**src/rtl/vc_alloc_pkg.sv**
```systemverilog
package vc_alloc_pkg;
  localparam int unsigned DEF_NUM_VC = 4;
  localparam int unsigned DEF_LANES  = 2;
  localparam int unsigned DEF_DST_W  = 6;

  // first VC index of the lane owned by a destination
  function automatic int unsigned lane_base(input int unsigned dst,
                                            input int unsigned lanes,
                                            input int unsigned depth);
    return (dst % lanes) * depth;
  endfunction
endpackage

```
**src/rtl/vc_lane_map.sv**
```systemverilog
module vc_lane_map
  import vc_alloc_pkg::*;
#(
  parameter int unsigned NUM_VC = DEF_NUM_VC,
  parameter int unsigned LANES  = DEF_LANES,
  parameter int unsigned DST_W  = DEF_DST_W,
  localparam int unsigned VC_W  = $clog2(NUM_VC),
  localparam int unsigned DEPTH = NUM_VC / LANES
) (
  input  logic [DST_W-1:0]  dst_i,
  input  logic [VC_W-1:0]   cur_vc_i,
  output logic [NUM_VC-1:0] lane_mask_o,
  output logic [VC_W-1:0]   start_vc_o
);
  int unsigned base;
  int unsigned cur;

  always_comb begin
    base = lane_base(32'(dst_i), LANES, DEPTH);
    cur  = 32'(cur_vc_i);
    for (int unsigned v = 0; v < NUM_VC; v++) begin
      lane_mask_o[v] = (v >= base) && (v < base + DEPTH);
    end
    // a packet already inside its lane never descends; else enter at the bottom layer
    if ((cur >= base) && (cur < base + DEPTH)) start_vc_o = cur_vc_i;
    else                                       start_vc_o = VC_W'(base);
  end
endmodule

```
**src/rtl/vc_pick.sv**
```systemverilog
module vc_pick #(
  parameter int unsigned NUM_VC = 4,
  localparam int unsigned VC_W  = $clog2(NUM_VC)
) (
  input  logic [NUM_VC-1:0] avail_i,
  input  logic [VC_W-1:0]   start_vc_i,
  output logic              found_o,
  output logic [VC_W-1:0]   pick_vc_o
);
  always_comb begin
    found_o   = 1'b0;
    pick_vc_o = '0;
    // descending scan: the lowest eligible layer is written last
    for (int v = NUM_VC - 1; v >= 0; v--) begin
      if (avail_i[v] && (v >= int'(start_vc_i))) begin
        found_o   = 1'b1;
        pick_vc_o = VC_W'(v);
      end
    end
  end
endmodule

```
**src/rtl/vc_hold_state.sv**
```systemverilog
module vc_hold_state #(
  parameter int unsigned NUM_VC = 4,
  localparam int unsigned VC_W  = $clog2(NUM_VC)
) (
  input  logic              clk_i,
  input  logic              rst_ni,
  input  logic              grant_i,
  input  logic [VC_W-1:0]   grant_vc_i,
  input  logic              release_i,
  input  logic [VC_W-1:0]   release_vc_i,
  input  logic [NUM_VC-1:0] vc_busy_i,
  output logic [NUM_VC-1:0] held_o,
  output logic [NUM_VC-1:0] awake_o
);
  for (genvar v = 0; v < NUM_VC; v++) begin : g_vc
    logic set_vc, clr_vc;
    assign set_vc = grant_i && (grant_vc_i == VC_W'(v));
    assign clr_vc = release_i && (release_vc_i == VC_W'(v));

    always_ff @(posedge clk_i or negedge rst_ni) begin
      if (!rst_ni) begin
        held_o[v]  <= 1'b0;
        awake_o[v] <= 1'b0;
      end else begin
        if (set_vc)      held_o[v] <= 1'b1;
        else if (clr_vc) held_o[v] <= 1'b0;
        // stays powered while reserved or while downstream still holds flits
        awake_o[v] <= set_vc || (held_o[v] && !clr_vc) || vc_busy_i[v];
      end
    end
  end
endmodule

```
**src/rtl/vc_select_alloc.sv**
```systemverilog
module vc_select_alloc
  import vc_alloc_pkg::*;
#(
  parameter int unsigned NUM_VC = DEF_NUM_VC,
  parameter int unsigned LANES  = DEF_LANES,
  parameter int unsigned DST_W  = DEF_DST_W,
  localparam int unsigned VC_W  = $clog2(NUM_VC)
) (
  input  logic              clk_i,
  input  logic              rst_ni,
  input  logic              req_valid_i,
  input  logic [DST_W-1:0]  dst_i,
  input  logic [VC_W-1:0]   cur_vc_i,
  input  logic [NUM_VC-1:0] vc_busy_i,
  input  logic              release_i,
  input  logic [VC_W-1:0]   release_vc_i,
  output logic              grant_o,
  output logic [VC_W-1:0]   grant_vc_o,
  output logic              stall_o,
  output logic [NUM_VC-1:0] wake_o
);
  logic [NUM_VC-1:0] lane_mask;
  logic [VC_W-1:0]   start_vc;
  logic [NUM_VC-1:0] held_q;
  logic [NUM_VC-1:0] awake_q;
  logic [NUM_VC-1:0] avail;
  logic [NUM_VC-1:0] grant_oh;
  logic              found;
  logic [VC_W-1:0]   pick_vc;

  vc_lane_map #(.NUM_VC(NUM_VC), .LANES(LANES), .DST_W(DST_W)) u_map (
    .dst_i       (dst_i),
    .cur_vc_i    (cur_vc_i),
    .lane_mask_o (lane_mask),
    .start_vc_o  (start_vc)
  );

  assign avail = lane_mask & ~vc_busy_i & ~held_q;

  vc_pick #(.NUM_VC(NUM_VC)) u_pick (
    .avail_i    (avail),
    .start_vc_i (start_vc),
    .found_o    (found),
    .pick_vc_o  (pick_vc)
  );

  assign grant_o    = req_valid_i && found;
  assign stall_o    = req_valid_i && !found;
  assign grant_vc_o = grant_o ? pick_vc : '0;

  vc_hold_state #(.NUM_VC(NUM_VC)) u_state (
    .clk_i        (clk_i),
    .rst_ni       (rst_ni),
    .grant_i      (grant_o),
    .grant_vc_i   (grant_vc_o),
    .release_i    (release_i),
    .release_vc_i (release_vc_i),
    .vc_busy_i    (vc_busy_i),
    .held_o       (held_q),
    .awake_o      (awake_q)
  );

  for (genvar v = 0; v < NUM_VC; v++) begin : g_oh
    assign grant_oh[v] = grant_o && (pick_vc == VC_W'(v));
  end

  // wake in the grant cycle itself, ahead of the registered state
  assign wake_o = awake_q | grant_oh;
endmodule

```
**config.mk**
```make
export PLATFORM = sky130hd
export DESIGN_NAME = vc_select_alloc
export DESIGN_NICKNAME = d
export VERILOG_FILES = /design/src/rtl/vc_alloc_pkg.sv /design/src/rtl/vc_lane_map.sv /design/src/rtl/vc_pick.sv /design/src/rtl/vc_hold_state.sv /design/src/rtl/vc_select_alloc.sv
export SDC_FILE = /design/constraint.sdc
export NUM_CORES = 1
export LEC_CHECK = 0
export CAP_MARGIN = 20
export CORE_UTILIZATION = 42
export CTS_BUF_LIST = sky130_fd_sc_hd__clkbuf_2 sky130_fd_sc_hd__clkbuf_4 sky130_fd_sc_hd__clkbuf_8
export CTS_CLUSTER_SIZE = 8
export DETAILED_ROUTE_END_ITERATION = 12
export GPL_TIMING_DRIVEN = 0
export PLACE_DENSITY_LB_ADDON = 0.2
export SLEW_MARGIN = 20
export SYNTH_ARGS = -nofsm -noshare
export SYNTH_HDL_FRONTEND = slang
export SYNTH_HIERARCHICAL = 1
export SYNTH_SLANG_ARGS = --single-unit
```
**constraint.sdc**
```tcl
create_clock -name clk_i -period 2.75 [get_ports clk_i]
set_clock_uncertainty 0.15 [all_clocks]
set_input_delay 0.4125 -clock clk_i [delete_from_list [all_inputs] [get_ports clk_i]]
set_output_delay 0.4125 -clock clk_i [all_outputs]
set_load 0.02 [all_outputs]
```
==> summary.md <==
| Metric | Value |
|---|---|
| Status | finished, violations left |
| Failing checks | negative setup slack |
| Critical Path RT | 2190 ps |
| RSZ-0062 raised after global routing | yes |
| Clock latency on the worst-skew pair | 250 ps |
| CP Capture Type | primary output |
| Yosys reg bits | 8 |
| Fin crit share | 100% |
| Core Region | 1320 um^2 |
| WL final | 1340 um |
| Drt initial violations | 7 |
| Final Setup Violations | 1 |
| # hold bufs at CTS | 0 |
| First-pass GRT wire length | 2080 um |
| Via density | 5.30 |
| CP max-delay cell | mux2i_4 |
| Slowest cell delay on critical path | 280 ps |
| VDD IR max | 358 uV |
| ANT nets after route | 0 |
| Ant diodes | 0 |
| Fin. Hold Viols | 0 |
| Worst slew pin tran | 384 ps |
| Routed WL per cell | 12.5 um |
| Core Rows | 13 |
| Die H | 39.7 um |
| Sequential area share after synthesis | 33.6% |
| Initial core utilization | 45.2% |
| Mapped Cells | 62 |
| RD Place Congestion | 0.756 |
| Crit path max fanout | 5 |
| Number of synthesis warnings | 6 |
| Largest net degree at the start of global routing | 9 |
| Fin. max-slew vios | 0 |
| Hold crit path type | input port to async pin |
| Chip Width | 39.7 um |
| FF-to-FF path depth | 7 |
| Die area | 1570 um^2 |
| Crit path DAT | 2190 ps |
| TNS Setup | -3.50 ps |
| CTS tree | built |
| Reg-to-Reg Start | u_state/held_o[2] |
| Pwr Density | 404 nW/um^2 |
| Tot Pwr | 390 uW |
| Slew margin rel. | 74.3% |
| Synth Cell Area | 596 um^2 |
| Netlist cell types | 27 |
| TritonCTS Sinks | 8 |
| Achievable frequency | 363 MHz |
| DP Wirelength | 943 um |
| Num CTS Buffers | 3 |
| Worst R2R Setup Slack | 630 ps |
| Clock transition at path regs | 50 ps |
| Area grow syn2layout | 62.0% |
| Number of fill cells | 105 |
| Vias in the first global route | 488 |
| Avg Cell Area, Syn | 9.61 um^2 |
| Drt pass-1 iters | 4 |
| Tmin final | 2750 ps |
| Drt drc | 0 |
| MaxCap Viol Count | 0 |
| NumNets Final | 114 |
| Layout cells sized above 1 | 45.7% |
| Clk root buf | clkbuf_4 |
| Clk buf depth | 2 |
| Crit-path cells | buf_12 > inv_8 > ha_4 > nand2b_4 > a21oi_4 > mux2i_4 > nand2_2 > a21oi_4 > nand2b_4 > and3_4 > a21o_1 > buf_6 |
| Launch point of the worst path | dst_i[0] |
| Reg2reg end | u_state/awake_o[3] |
| # IOs | 26 |
| GRT overflow | 0 |
| Worst setup margin | -3.50 ps |
| GRT Util Overall | 20.4% |
| CP startpoint kind | input port |
| Routed vias | 567 |
| Leak Pwr | 0.457 nW |
| CP Class | input port to primary output |
| H-tree depth | 1 |
| Initial antenna violation count | 0 |
| I/O Buffers | 20 |
| Syn Nets | 82 |
-- how the worst max path moves through the flow --
stage / slack [ps] / to / depth (start not counted)
finish: -4 / wake_o[3] / 12
global route: -110 / wake_o[3] / 12
CTS: 2 / wake_o[2] / 12
detailed placement: -1140 / wake_o[1] / 12
global placement: -1120 / wake_o[1] / 12
floorplan: 40 / wake_o[1] / 10
-- logic make-up (layout without fill, tap and decap cells) --
logic type,after synthesis,after routing,synth area share (%)
AND/OR/NAND/NOR,23,23,27.7
AO/OA/AOI/OAI,17,17,24.0
buffers and inverters,11,41,8.82
flip-flops,8,8,33.6
adder cells (fa/ha/maj),2,2,4.20
multiplexers,1,1,1.68
-- critical path, delay by kind of cell --
kind | cells | cell delay (ps)
compound gates | 3 | 550
simple gates | 4 | 440
mux | 1 | 280
buf+inv | 3 | 260
fa+ha+maj | 1 | 260
-- routing by layer --
| layer | track usage, % | share of wire, % | wire length, um | up-vias |
|---|---|---|---|---|
| met3 | 8.52 | 5.5 | 73 | 0 |
| li1 | - | - | - | 282 |
| met2 | 32.0 | 48 | 640 | 18 |
| met1 | 27.6 | 47 | 623 | 267 |
| met4 | 0 | 0 | 0 | 0 |
| met5 | 0 | 0 | 0 | - |
-- placed cells by master, fill, tap and decap left out, drive strengths merged --
cell type and instances:
nor2 2, a21oi 3, inv 8, a22o 2
ha 2, a21o 4, a211o 1, o22ai 1
o211ai 1, a31o 1, and2 1, nand3 1
nand2 1, and3 3, clkdlybuf4s50 9, dfrtp 8
o21ai 1, nand3b 2, nor3b 6, dlygate4sd2 1
a221o 2, or3b 1, mux2i 1, nor2b 3
clkbuf 5, nand2b 3, buf 18, o22a 1
-- synth_stat cells --
cell type | instances | area share [%]
a211o_1 | 1 | 1.5
a21o_1 | 4 | 5.0
a21oi_2 | 3 | 4.4
a221o_1 | 2 | 3.4
a22o_2 | 2 | 3.4
a31o_1 | 1 | 1.5
and2_4 | 1 | 1.5
and3_1 | 2 | 2.1
and3_4 | 1 | 1.9
buf_4 | 3 | 3.8
dfrtp_1 | 8 | 34
ha_1 | 2 | 4.2
inv_1 | 8 | 5.0
mux2i_1 | 1 | 1.7
nand2_2 | 1 | 1.1
nand2b_1 | 2 | 2.1
nand2b_4 | 1 | 2.3
nand3_1 | 1 | 0.84
nand3b_1 | 2 | 2.5
nor2_1 | 2 | 1.3
nor2b_1 | 3 | 3.2
nor3b_1 | 6 | 7.6
o211ai_1 | 1 | 1.3
o21ai_0 | 1 | 0.84
o22a_2 | 1 | 1.7
o22ai_1 | 1 | 1.1
or3b_1 | 1 | 1.5
-- power breakdown --
group	switching [mW]	total, mW	internal (mW)
logic	0.0724	0.161	0.0885
registers	0.00727	0.139	0.131
clock network	0.0404	0.0903	0.0500
-- sequential cells by signal (all words and copies together), names as in the netlist --
name             cells
u_state/held_o       4
u_state/awake_o      4
-- through the flow --
stage                     hold slack [ps]  util [%]  setup WS, ps  instances  area (um^2)
after floorplan                     -33.1         -          41.9         62          597
after global placement                348      61.9         -1120         97          816
after detailed placement              348      61.9         -1140         97          816
after CTS                             305      70.6          2.11        105          930
after global routing                  315      73.2          -106        107          965
final                                 297      73.2         -3.50        107          965
-- cell type report --
type                    count  area (um^2)  area share [%]
well taps                  15         18.8            1.95
multi-input cells          43          415            43.1
inverters                   8         37.5            3.89
plain buffers               3         22.5            2.33
repair buffers             27          248            25.7
flip-flops and latches      8          200            20.8
clock buffers               3         22.5            2.33
-- what timing repair did --
item,4_1_cts,5_1_grt
hold endpoints to repair,0,0
setup buffers,5,2
pin swaps,7,8
gates resized for setup,53,14
endpoints found under the setup margin,16,8
Note: power is estimated with default switching activity, not from simulation.
